**config.mk**
```make
export PLATFORM = sky130hd
export DESIGN_NAME = cla_adder_tree
export DESIGN_NICKNAME = d
export VERILOG_FILES = /design/src/rtl/cla_pkg.sv /design/src/rtl/cla_bit_cell.sv /design/src/rtl/cla_quad_unit.sv /design/src/rtl/cla_sum_stage.sv /design/src/rtl/cla_adder_tree.sv
export SDC_FILE = /design/constraint.sdc
export NUM_CORES = 1
export LEC_CHECK = 0
export ABC_AREA = 1
export BUFFER_PORTS_ARGS = -buffer_cell sky130_fd_sc_hd__buf_4
export CAP_MARGIN = 5
export CORE_MARGIN = 5
export CORE_UTILIZATION = 49
export DETAILED_ROUTE_END_ITERATION = 8
export PLACE_DENSITY = 0.86
export SLEW_MARGIN = 10
export SYNTH_ARGS = -nofsm -noshare
export SYNTH_HDL_FRONTEND = slang
export SYNTH_HIERARCHICAL = 1
export SYNTH_SLANG_ARGS = --single-unit
```
**constraint.sdc**
```tcl
create_clock -name vclk -period 2.8
set_clock_uncertainty 0.15 [all_clocks]
set_input_delay 0.56 -clock vclk [all_inputs]
set_output_delay 0.56 -clock vclk [all_outputs]
set_load 0.01 [all_outputs]
```
**src/rtl/cla_pkg.sv**
```systemverilog
package cla_pkg;

  // Number of radix-4 layers needed to reduce w bits to one node.
  function automatic int tree_levels(input int w);
    int n;
    int lv;
    n  = w;
    lv = 0;
    while (n > 1) begin
      n  = n / 4;
      lv = lv + 1;
    end
    return lv;
  endfunction

  // Start index of layer l in the flat node vector (layer 0 = bits).
  function automatic int layer_offset(input int w, input int l);
    int s;
    s = 0;
    for (int m = 0; m < l; m++) s = s + (w >> (2 * m));
    return s;
  endfunction

  // Total node count over all layers, root included.
  function automatic int node_total(input int w);
    return layer_offset(w, tree_levels(w) + 1);
  endfunction

  // Merge four child generate/propagate pairs: returns {G, P}.
  function automatic logic [1:0] merge_quad(input logic [3:0] g, input logic [3:0] p);
    logic gg;
    logic pp;
    gg = g[3]
       | (g[2] & p[3])
       | (g[1] & p[2] & p[3])
       | (g[0] & p[1] & p[2] & p[3]);
    pp = &p;
    return {gg, pp};
  endfunction

  // Carries into children 1..3 given the carry into child 0.
  function automatic logic [2:0] split_carry(input logic [3:0] g, input logic [3:0] p,
                                             input logic ci);
    logic c1;
    logic c2;
    logic c3;
    c1 = g[0] | (ci & p[0]);
    c2 = g[1] | (g[0] & p[1]) | (ci & p[0] & p[1]);
    c3 = g[2] | (g[1] & p[2]) | (g[0] & p[1] & p[2]) | (ci & p[0] & p[1] & p[2]);
    return {c3, c2, c1};
  endfunction

endpackage

```
**src/rtl/cla_bit_cell.sv**
```systemverilog
module cla_bit_cell #(
  parameter int WIDTH = 16
) (
  input  logic [WIDTH-1:0] op_a,
  input  logic [WIDTH-1:0] op_b,
  output logic [WIDTH-1:0] bit_gen,
  output logic [WIDTH-1:0] bit_prop
);
  for (genvar i = 0; i < WIDTH; i++) begin : g_bit
    assign bit_gen[i]  = op_a[i] & op_b[i];
    assign bit_prop[i] = op_a[i] ^ op_b[i];
  end
endmodule

```
**src/rtl/cla_quad_unit.sv**
```systemverilog
module cla_quad_unit (
  input  logic [3:0] kid_gen,
  input  logic [3:0] kid_prop,
  input  logic       grp_cin,
  output logic       grp_gen,
  output logic       grp_prop,
  output logic [2:0] kid_cin_hi
);
  logic [1:0] merged;
  assign merged     = cla_pkg::merge_quad(kid_gen, kid_prop);
  assign grp_gen    = merged[1];
  assign grp_prop   = merged[0];
  assign kid_cin_hi = cla_pkg::split_carry(kid_gen, kid_prop, grp_cin);
endmodule

```
**src/rtl/cla_sum_stage.sv**
```systemverilog
module cla_sum_stage #(
  parameter int WIDTH = 16
) (
  input  logic [WIDTH-1:0] bit_prop,
  input  logic [WIDTH-1:0] bit_cin,
  output logic [WIDTH-1:0] sum
);
  for (genvar i = 0; i < WIDTH; i++) begin : g_sum
    assign sum[i] = bit_prop[i] ^ bit_cin[i];
  end
endmodule

```
**src/rtl/cla_adder_tree.sv**
```systemverilog
module cla_adder_tree #(
  parameter int WIDTH = 16
) (
  input  logic [WIDTH-1:0] op_a,
  input  logic [WIDTH-1:0] op_b,
  input  logic             carry_in,
  output logic [WIDTH-1:0] sum,
  output logic             carry_out,
  output logic             grp_gen,
  output logic             grp_prop
);
  localparam int LEVELS = cla_pkg::tree_levels(WIDTH);
  localparam int NODES  = cla_pkg::node_total(WIDTH);
  localparam int ROOT   = NODES - 1;

  if (!(WIDTH == 16 || WIDTH == 64)) begin : g_bad_width
    $error("cla_adder_tree: WIDTH must be 16 or 64");
  end

  // Flat node store: layer 0 holds bits, layer LEVELS holds the root.
  logic [NODES-1:0] node_gen;
  logic [NODES-1:0] node_prop;
  logic [NODES-1:0] node_cin;

  // Named internal wire for the checker: carry into every bit.
  logic [WIDTH-1:0] carry_into_bit;

  cla_bit_cell #(.WIDTH(WIDTH)) u_bits (
    .op_a     (op_a),
    .op_b     (op_b),
    .bit_gen  (node_gen[WIDTH-1:0]),
    .bit_prop (node_prop[WIDTH-1:0])
  );

  for (genvar l = 0; l < LEVELS; l++) begin : g_layer
    localparam int CHILD_OFF  = cla_pkg::layer_offset(WIDTH, l);
    localparam int PARENT_OFF = cla_pkg::layer_offset(WIDTH, l + 1);
    localparam int UNITS      = WIDTH >> (2 * (l + 1));
    for (genvar k = 0; k < UNITS; k++) begin : g_unit
      localparam int CB = CHILD_OFF + 4 * k;
      localparam int PB = PARENT_OFF + k;
      cla_quad_unit u_quad (
        .kid_gen    (node_gen[CB+3:CB]),
        .kid_prop   (node_prop[CB+3:CB]),
        .grp_cin    (node_cin[PB]),
        .grp_gen    (node_gen[PB]),
        .grp_prop   (node_prop[PB]),
        .kid_cin_hi (node_cin[CB+3:CB+1])
      );
      // The lowest child shares its parent's carry-in.
      assign node_cin[CB] = node_cin[PB];
    end
  end

  assign node_cin[ROOT]  = carry_in;
  assign grp_gen         = node_gen[ROOT];
  assign grp_prop        = node_prop[ROOT];
  assign carry_into_bit  = node_cin[WIDTH-1:0];

  cla_sum_stage #(.WIDTH(WIDTH)) u_sum (
    .bit_prop (node_prop[WIDTH-1:0]),
    .bit_cin  (carry_into_bit),
    .sum      (sum)
  );

  assign carry_out = grp_gen | (grp_prop & carry_in);

endmodule

```
# Word-level counts from Yosys, hierarchy flattened
# Cells that the tools add are included.
[word_totals]
regBits = 0
inputBits = 33
output_inout_bits = 19
wordCells = 145
[classes]
bitwise_logic = 140
n_reduce_logical = 5
[ops]
columns = ["cell", "count"]
rows = [
  ["bitwise AND 1 bit", 62],
  ["OR 1 bit", 46],
  ["bitwise XOR 1 bit", 32],
  ["AND reduction 16 bit", 1],
  ["AND reduction 4 bit", 4],
]

# Longest topological paths before layout
# Gate-level depths: netlist (run 1).
[logic_depth]
ltp_word = 14
mapped_depth = 14
mapped_depth_nobuf = 14

# Hierarchy
# Netlist (run 1), hierarchy kept.
[by_module_without_submodules]
columns = ["mod", "n_inst", "cells_per_inst", "area_each_um2", "seq_area_each_um2"]
rows = [
  ["cla_quad_unit", 5, 22, 98.8, 0.0],
  ["cla_sum_stage", 1, 80, 300.3, 0.0],
  ["cla_bit_cell", 1, 16, 200.2, 0.0],
  ["cla_adder_tree", 1, 3, 11.3, 0.0],
]

# Least setup slack after synthesis (run 1)
# OpenSTA, ideal clock, no wires.
[synth_timing]
path_kind = "input port to output port"
startpoint = "input port op_a[10]"
endpoint = "output port sum[15]"
arrival_time_ns = 1.812
t_required_ns = 2.090
path_slack_ns = 0.278
cell_stages = 12
path_buffers = 0
path_cell_list = "ha_1 > nand2_1 > nor2_1 > inv_1 > nor2_1 > nor2_1 > nand2_1 > nand4_1 > nand2_1 > inv_1 > nand2_1 > nand2_1"
[synth_via]
elab_cells_between_ends = 22
classes_between = "bitwise (21); reduce/logical (1)"
[synth_lines]
columns = ["item", "line", "source"]
rows = [
  ["start: declaration", "cla_adder_tree.sv:4", "input logic [WIDTH-1:0] op_a,"],
  ["bitwise XOR 1 bit *", "cla_bit_cell.sv:11", "assign bit_prop[i] = op_a[i] ^ op_b[i];"],
  ["AND reduction 4 bit *", "cla_pkg.sv:37", "pp = &p;"],
  ["via node_prop[18]", "cla_adder_tree.sv:22", "logic [NODES-1:0] node_prop;"],
  ["bitwise AND 1 bit", "cla_pkg.sv:49", "c3 = g[2] | (g[1] & p[2]) | (g[0] & p[1] & p[2]) | (ci & p[0] & p[1] & p[2]);"],
  ["OR 1 bit (2 in a row)", "cla_pkg.sv:49", ""],
  ["OR 1 bit *", "cla_pkg.sv:49", ""],
  ["via carry_into_bit[12]", "cla_adder_tree.sv:26", "logic [WIDTH-1:0] carry_into_bit;"],
  ["bitwise AND 1 bit * (3 in a row)", "cla_pkg.sv:49", ""],
  ["OR 1 bit *", "cla_pkg.sv:49", ""],
  ["via carry_into_bit[15]", "cla_adder_tree.sv:26", ""],
  ["bitwise XOR 1 bit *", "cla_sum_stage.sv:9", "assign sum[i] = bit_prop[i] ^ bit_cin[i];"],
  ["end: declaration", "cla_adder_tree.sv:7", "output logic [WIDTH-1:0] sum,"],
]
# Mark *: on every way through the listed nets, which the timed path passes. The rest lies on a longest branch.

# Worst setup path in the final report (run 1)
[layout_timing]
startpoint = "input port op_b[5]"
endpoint = "output port sum[9]"
[layout_via]
elab_chain_cells = 10
elab_cells_between_ends = 17
classes_between = "bitwise (16); reduce/logical (1)"
[layout_lines]
columns = ["item", "line", "source"]
rows = [
  ["start: declaration", "cla_adder_tree.sv:5", "input logic [WIDTH-1:0] op_b,"],
  ["bitwise XOR 1 bit", "cla_bit_cell.sv:11", ""],
  ["via node_prop[5]", "cla_adder_tree.sv:22", ""],
  ["bitwise AND 1 bit (3 in a row)", "cla_pkg.sv:36", "| (g[0] & p[1] & p[2] & p[3]);"],
  ["OR 1 bit", "cla_pkg.sv:36", ""],
  ["via node_gen[17]", "cla_adder_tree.sv:21", "logic [NODES-1:0] node_gen;"],
  ["OR 1 bit (2 in a row)", "cla_pkg.sv:48", "c2 = g[1] | (g[0] & p[1]) | (ci & p[0] & p[1]);"],
  ["via carry_into_bit[8]", "cla_adder_tree.sv:26", ""],
  ["bitwise AND 1 bit", "cla_pkg.sv:47", "c1 = g[0] | (ci & p[0]);"],
  ["OR 1 bit", "cla_pkg.sv:47", ""],
  ["via carry_into_bit[9]", "cla_adder_tree.sv:26", ""],
  ["bitwise XOR 1 bit", "cla_sum_stage.sv:9", ""],
]
# The timed path passes the listed nets, and every way through them passes these cells.

==> impl_results.md, run 1 <==
* Outcome: complete, but fails checks
* Failing checks: negative setup slack
* Drt first pass iters at 4
* VDD IR max at 197 uV
* Syn avg cell area at 4.81 sq um
* Clk network pwr share at 0%
* Met2 GRT Util at 32.8%
* Chip Width at 55.3 um
* Synth cell count leaders: nand2_1, inv_1, nor2_1
* Worst slew pin tran at 0.254 ns
* Startpoint types: input port
* Die Area at 0.00306 sq mm
* DR iter-0 viols at 70
* Synth unique cells at 9
* Crit end category: output pin
* Total global-route track usage at 17.6%
* CP Data Required Time at 2.09 ns
* Core Rows at 16
* Syn Inst Count at 209
* Dpl ws at -0.0590 ns
* Seq pwr share at 0%
* Net switching power at 0.243 mW
* Final worst-path cycle share at 100%
* Cts hold-fix bufs at 0
* Register Area at 0 sq um
* HPWL Detailed at 2.27 mm
* Most used routing layer in global routing: met2
* # diodes at 0
* Clock buffer count at 0
* Overall via count from detail_route at 1670
* Register area share after synthesis at 0%
* Multi-input logic area at 0.00103 sq mm
* Final setup violating endpoints at 3
* Comb pwr share at 100.0%
* Met3 Resource Use GR at 1.40%
* Fillers at 93
* Post-layout net count at 329
* Netlist Area Pre-Place at 0.00101 sq mm
* Setup TNS at -0.0149 ns
* Final worst slack at -0.0130 ns
* PortBufs at 52
* Chip height at 55.3 um
* Routed WL at 4.61 mm
* Hold Crit Class: input port to output pin
* Max-Slew Margin vs Limit at 83.0%
* Routability cong. at 0.791
* Core box area at 0.00196 sq mm
* Core Util, Final at 92.5%
* Slew Limit Fails at 0
* Switching share of power at 52.1%
* Largest net degree at the start of global routing at 10
* Layout cells sized above 1 at 39.2%
* PwrDens at 257 mW/mm^2
* Layout overhead on the synthesized area at 80.5%
* Global-route wire length before repair at 4.88 mm
* Count leader, synth: nand2_1
* Wire per inst at 15.1 um
* Hold Vio Cnt, Final at 0
* Peak Freq at 0.355 GHz
* P_int at 0.223 mW
* Total power at 0.467 mW
* WHS at 1.33 ns
* Final Critical Period at 2.81 ns
* Max_cap viols at 0
* Synth top area share at 33.6%
* Seq_cells at 0
* Met1 Track Usage GR at 23.2%
* DRC at 0
* Crit path max fanout at 5
* Critical path class: input port to output pin
* Initial antenna violation count at 0
* Top cells by area, synth: nand2_1, ha_1, inv_1, nor2_1, nand3_1
* Initial Util at 51.3%
* Io pins at 52
* Syn Nets at 258
* Leak at 1.16 nW
* Via density at 5.48
* Vias in the first global route at 1248
* Yosys top cell by area: nand2_1
* Post-DRT Antenna Nets at 0
* Remaining Overflow, GRT at 0
* YS warnings at 6
* CP Data Arrival Time at 2.10 ns
[kinds of logic (layout without fill, tap and decap cells)]
group / count (synthesis) / in the layout / synth area share (%)
AND/OR/NAND/NOR: 130 / 130 / 54.1
adder cells (fa/ha/maj): 16 / 16 / 19.9
buffers and inverters: 53 / 122 / 19.8
AO/OA/AOI/OAI: 10 / 10 / 6.22
[worst max-delay path, stage by stage]
cell and delay [ns]:
buf_4 0.12, ha_4 0.26, nand2_4 0.06, inv_2 0.04
nand2_2 0.08, nand3_2 0.11, buf_4 0.16, nor2_1 0.12
nand2_2 0.10, a21o_1 0.18, inv_1 0.07, nand2_1 0.07
nand2_1 0.06, buf_4 0.11
[per-layer routing]
| layer | up-vias | part of all wire, % |
|---|---|---|
| li1 | 770 | - |
| met1 | 736 | 36 |
| met2 | 127 | 50 |
| met3 | 37 | 7.9 |
| met4 | 0 | 6.1 |
| met5 | - | 0 |
[stage by stage]
step / instance area [sq um] / std cells
detailed placement: 1540 / 302
CTS: 1560 / 302
floorplan: 1010 / 209
global route: 1820 / 305
finish: 1820 / 305
global placement: 1540 / 302
[cells in the final DEF (no fill, tap or decap), types with 3 or more instances in the layout]
cell type	instances
ha_4	10
buf_6	9
buf_4	60
inv_2	4
ha_1	5
nand2_2	7
nand3_2	5
nor2_2	3
inv_1	49
nand4_1	5
nor2_1	15
nand3_1	10
nand2_1	78
a21o_1	5
nand2_4	5
[power groups by stage]
stage | clock, mW | sequential [mW] | combinational, mW
final | 0 | 0 | 0.467
after floorplan | 0 | 0 | 0.196
after CTS | 0 | 0 | 0.360
after global placement | 0 | 0 | 0.349
after detailed placement | 0 | 0 | 0.353
after global routing | 0 | 0 | 0.504
[area by class of cell]
cell class	count	share of cell area (%)
multi-input cells	156	56.8
inverters	53	11.0
repair buffers	69	30.4
well taps	27	1.86
[path summary, 6_finish.rpt]
path | cells past startpoint | slack, ns | start | end
min | 4 | 1.33 | carry_in | sum[0]
max | 14 | -0.01 | op_b[5] | sum[9]
[repair_timing]
action / in CTS / in global routing
resized for setup: 4 / 48
pin swaps: 0 / 26
hold endpoints to repair: 0 / 0
endpoints found under the setup margin: 6 / 10
setup buffers: 0 / 3
Note: power is estimated with default switching activity, not from simulation.
==> run 2, diff against run 1 <==
--- a/config.mk
+++ b/config.mk
@@ -12,6 +12,7 @@
 export CORE_UTILIZATION = 49
 export DETAILED_ROUTE_END_ITERATION = 8
 export PLACE_DENSITY = 0.86
+export RECOVER_POWER = 50
 export SLEW_MARGIN = 10
 export SYNTH_ARGS = -nofsm -noshare
 export SYNTH_HDL_FRONTEND = slang
==> impl_results.md, run 2 (same netlist as run 1, synthesis figures left out) <==
* P_int at 0.215 mW (-3.7%)
* Leak at 1.14 nW (-2.0%)
* Clk network pwr share at 0% (unchanged)
* Failing checks: negative setup slack
* Via density at 5.43 (-0.78%)
* DR iter-0 viols at 71 (+1.4%)
* # diodes at 0 (unchanged)
* Seq_cells at 0 (unchanged)
* Initial Util at 51.3% (unchanged)
* Max-Slew Margin vs Limit at 83.3% (+0.30 points)
* Met3 Resource Use GR at 1.40% (unchanged)
* DRC at 0 (unchanged)
* Cts hold-fix bufs at 0 (unchanged)
* Switching share of power at 52.8% (+0.66 points)
* Register Area at 0 sq um (unchanged)
* Hold Vio Cnt, Final at 0 (unchanged)
* Final setup violating endpoints at 1 (-2)
* Critical path class: input port to output pin
* Die Area at 0.00306 sq mm (unchanged)
* Final Non-Filler Cells at 305 (unchanged)
* Initial antenna violation count at 0 (unchanged)
* Slew Limit Fails at 0 (unchanged)
* Worst slew pin tran at 0.250 ns (-0.00442 ns)
* Vias in the first global route at 1248 (unchanged)
* Layout cells sized above 1 at 37.1% (-2.2 points)
* Most used routing layer in global routing: met2
* Met1 Track Usage GR at 23.2% (unchanged)
* Overall via count from detail_route at 1657 (-0.78%)
* Setup TNS at -0.00698 ns (+0.00791 ns)
* Startpoint types: input port
* Met2 GRT Util at 32.8% (unchanged)
* Global-route wire length before repair at 4.88 mm (unchanged)
* Total global-route track usage at 17.6% (unchanged)
* Post-layout net count at 329 (unchanged)
* HPWL Detailed at 2.27 mm (unchanged)
* Final worst slack at -0.00698 ns (+0.00605 ns)
* Core Util, Final at 91.4% (-1.1 points)
* PwrDens at 254 mW/mm^2 (-1.2%)
* Seq pwr share at 0% (unchanged)
* PortBufs at 52 (unchanged)
* Layout overhead on the synthesized area at 78.2%
* Hold Crit Class: input port to output pin
* Commonest non-fill, non-tap cell in the layout: nand2_1
* Remaining Overflow, GRT at 0 (unchanged)
* Largest net degree at the start of global routing at 10 (unchanged)
* Final worst-path cycle share at 100% (-0.22 points)
* Crit path max fanout at 5 (unchanged)
* Outcome: complete, but fails checks
* Chip Width at 55.3 um (unchanged)
* Post-DRT Antenna Nets at 0 (unchanged)
* Core box area at 0.00196 sq mm (unchanged)
* Io pins at 52 (unchanged)
* Routability cong. at 0.791 (unchanged)
* Chip height at 55.3 um (unchanged)
* Final Critical Period at 2.81 ns (-0.00605 ns)
* Core Rows at 16 (unchanged)
* Clock buffer count at 0 (unchanged)
* Total power at 0.456 mW (-2.4%)
* Most frequent cells in the layout: nand2_1, buf_4, inv_1, nor2_1
* VDD IR max at 195 uV (-0.94%)
* Placed insts at 302 (unchanged)
* Crit end category: output pin
* Net switching power at 0.240 mW (-1.2%)
* Drt first pass iters at 7 (+3)
* CP Data Arrival Time at 2.10 ns (about the same)
* Comb pwr share at 100.0% (about the same)
* Wire per inst at 14.9 um (-1.7%)
* CP Data Required Time at 2.09 ns (about the same)
* Routed WL at 4.53 mm (-1.7%)
* Peak Freq at 0.356 GHz (+0.22%)
* Max_cap viols at 0 (unchanged)
[run 2: critical path: stages]
cell and delay [ns]:
buf_4 0.12, ha_4 0.27, nand2_4 0.09, inv_1 0.06
nand2_1 0.09, nand3_2 0.09, inv_1 0.10, nand2_1 0.07
nor2_2 0.09, nand2_2 0.09, a21o_1 0.20, inv_1 0.05
nand2_1 0.04, nand2_1 0.09, buf_6 0.10
[run 2: through the flow]
stage / hold slack (ns) / instance area (sq um) / setup WS (ns)
after floorplan: 1.08 / 1010 / 0.278
after global placement: 1.33 / 1540 / -0.0329
after detailed placement: 1.32 / 1540 / -0.0590
after CTS: 1.32 / 1560 / 0.00586
after global routing: 1.37 / 1790 / -0.145
final: 1.33 / 1790 / -0.00698
[run 2: layout make-up]
cell class / instances / area (sq um)
multi-input cells: 156 / 1030
repair buffers: 69 / 529
inverters: 53 / 199
fillers: 105 / 169
well taps: 27 / 33.8
[run 2: timing repair]
item,4_1_cts,5_1_grt
endpoints found under the hold margin,0,0
pin swaps,0,26
gates resized for setup,4,48
setup buffers,0,3
gates cloned,0,0
endpoints found under the setup margin,6,10
[run 2: metal layers]
| metal | routed length [um] | vias up |
|---|---|---|
| li1 | - | 769 |
| met1 | 1580 | 739 |
| met2 | 2300 | 117 |
| met3 | 380 | 32 |
| met4 | 275 | 0 |
| met5 | 0 | - |
[run 2: final timing paths]
path              depth (start not counted)  startpoint  slack, ns       to
hold / removal                            4    carry_in       1.33   sum[0]
setup / recovery                         15    op_a[11]     -0.007  sum[13]
[run 2: power groups by stage]
| stage | combinational (mW) | sequential (mW) | clock (mW) |
|---|---|---|---|
| floorplan | 0.196 | 0 | 0 |
| global route | 0.495 | 0 | 0 |
| global placement | 0.349 | 0 | 0 |
| finish | 0.456 | 0 | 0 |
| CTS | 0.360 | 0 | 0 |
| detailed placement | 0.353 | 0 | 0 |
==> run 3, diff against run 2 <==
--- a/config.mk
+++ b/config.mk
@@ -6,12 +6,12 @@
 export NUM_CORES = 1
 export LEC_CHECK = 0
 export ABC_AREA = 1
-export BUFFER_PORTS_ARGS = -buffer_cell sky130_fd_sc_hd__buf_4
 export CAP_MARGIN = 5
 export CORE_MARGIN = 5
-export CORE_UTILIZATION = 49
+export CORE_UTILIZATION = 55
 export DETAILED_ROUTE_END_ITERATION = 8
-export PLACE_DENSITY = 0.86
+export DONT_BUFFER_PORTS = 1
+export PLACE_DENSITY = 0.7
 export RECOVER_POWER = 50
 export SLEW_MARGIN = 10
 export SYNTH_ARGS = -nofsm -noshare
==> impl_results.md, run 3 (same netlist as run 1, synthesis figures left out) <==
* Post-layout net count at 263 (-20%)
* Final Critical Period at 2.64 ns (-0.170 ns)
* Slowest cell on the critical path: ha_1
* Crit path cell chain: ha_1 > nand2_1 > inv_1 > nand2_1 > nand3_2 > nand2_1 > inv_1 > nor2_1 > nand2_2 > a21o_1 > inv_1 > nand2_1 > nand2_1
* Crit end category: output pin
* Leak at 0.784 nW (-31%)
* # diodes at 0 (unchanged)
* CP most frequent cell: nand2_1
* Routability cong. at 0.817 (+3.3%)
* Critical path class: input port to output pin
* Clock buffer count at 0 (unchanged)
* Slew Limit Fails at 0 (unchanged)
* PortBufs at 0 (-100%)
* Crit path max fanout at 5 (unchanged)
* Drt first pass iters at 5 (-2)
* DRC at 0 (unchanged)
* Startpoint types: input port
* DR iter-0 viols at 17 (-76%)
* Global-route wire length before repair at 3.85 mm (-21%)
* Worst slew pin tran at 0.207 ns (-0.0428 ns)
* Die Area at 0.00278 sq mm (-9.0%)
* Total global-route track usage at 16.8% (-0.77 points)
* Final instance area at 0.00110 sq mm (-39%)
* Dpl ws at 0.122 ns (+0.181 ns)
* Io pins at 52 (unchanged)
* Post-DRT Antenna Nets at 0 (unchanged)
* Initial Util at 58.3% (+7.0 points)
* Worst path max stage delay at 0.34 ns (+0.07 ns)
* Vias in the first global route at 1042 (-17%)
* Max_cap viols at 0 (unchanged)
* Layout overhead on the synthesized area at 8.96%
* Peak Freq at 0.379 GHz (+6.4%)
* VDD IR max at 115 uV (-41%)
* Cts hold-fix bufs at 0 (unchanged)
* Outcome: completed
* CP Data Arrival Time at 1.93 ns (-0.17 ns)
* CP Data Required Time at 2.09 ns (about the same)
* Core Util, Final at 63.5% (-28 points)
* Multi-input logic area at 847 sq um (-18%)
* Final setup violating endpoints at 0 (-1)
* Total power at 0.242 mW (-47%)
* Core box area at 0.00173 sq mm (-12%)
* Remaining Overflow, GRT at 0 (unchanged)
* Min-delay src: carry_in
* Final worst slack at 0.163 ns (+0.170 ns)
* Largest net degree at the start of global routing at 10 (unchanged)
* HPWL Detailed at 2.02 mm (-11%)
* Commonest non-fill, non-tap cell in the layout: nand2_1
* Setup Buffers After CTS at 0 (unchanged)
* Via density at 4.88 (-10%)
* Register Area at 0 sq um (unchanged)
* Hold Crit Class: input port to output pin
* Fillers at 204 (+94%)
* WHS Endpoint: sum[0]
* Core Rows at 15 (-1)
* Max-Slew Margin vs Limit at 86.1% (+2.9 points)
* Initial antenna violation count at 0 (unchanged)
* Seq_cells at 0 (unchanged)
* Layout cells sized above 1 at 9.91% (-27 points)
* Chip height at 52.8 um (-4.6%)
* PwrDens at 221 mW/mm^2 (-13%)
* Chip Width at 52.8 um (-4.6%)
* Wire per inst at 9.62 um (-35%)
* Most frequent cells in the layout: nand2_1, inv_1, nor2_1, nand3_1, ha_1
* Routed WL at 2.28 mm (-50%)
* Final worst-path cycle share at 94.2% (-6.1 points)
* Placement Cell Area at 0.00106 sq mm (-31%)
* Overall via count from detail_route at 1156 (-30%)
* Hold Path Stages at 2 (-2)
* Hold Vio Cnt, Final at 0 (unchanged)
==> run 3: per-layer routing <==
metal | vias up | share of wire [%] | track usage [%]
met4 | 0 | 0 | 0.851
met1 | 486 | 46 | 20.8
li1 | 636 | - | -
met5 | - | 0 | 0
met2 | 34 | 48 | 33.1
met3 | 0 | 5.9 | 0.285
==> run 3: how the worst max path moves through the flow <==
stage,from,endpoint,slack [ns],cells past startpoint
finish,op_a[3],sum[9],0.16,13
global route,op_a[3],sum[9],-0.01,13
CTS,op_a[9],sum[15],0.12,12
detailed placement,op_a[6],sum[15],0.12,12
global placement,op_a[9],sum[15],0.17,12
floorplan,op_a[10],sum[15],0.28,12
==> run 3: stage by stage <==
stage	hold WS [ns]	std cells	setup TNS, ns
2_1_floorplan	1.08	209	0
3_3_place_gp	1.10	237	0
3_5_place_dp	1.10	237	0
4_1_cts	1.10	237	0
5_1_grt	1.11	237	-0.0320
6_report	1.10	237	0
==> run 3: final cells by class <==
| type | instances | area share (%) |
|---|---|---|
| tap | 25 | 2.85 |
| timing repair buffer | 3 | 1.71 |
| inverter | 53 | 18.2 |
| multi-input combinational | 156 | 77.3 |
==> run 3: critical path: cells and delay by family <==
| family | cells | cell delay, ns |
|---|---|---|
| simple gates | 8 | 0.71 |
| fa+ha+maj | 1 | 0.34 |
| compound gates | 1 | 0.18 |
| buf+inv | 3 | 0.14 |
==> run 3: power breakdown <==
group	total [mW]	switching (mW)	internal, mW
logic	0.242	0.157	0.0852
registers	0	0	0
clock network	0	0	0
total	0.242	0.157	0.0852
==> run 3: timing repair <==
action                                  4_1_cts  5_1_grt
endpoints found under the setup margin        0        6
gates resized for setup                       0       16
endpoints found under the hold margin         0        0
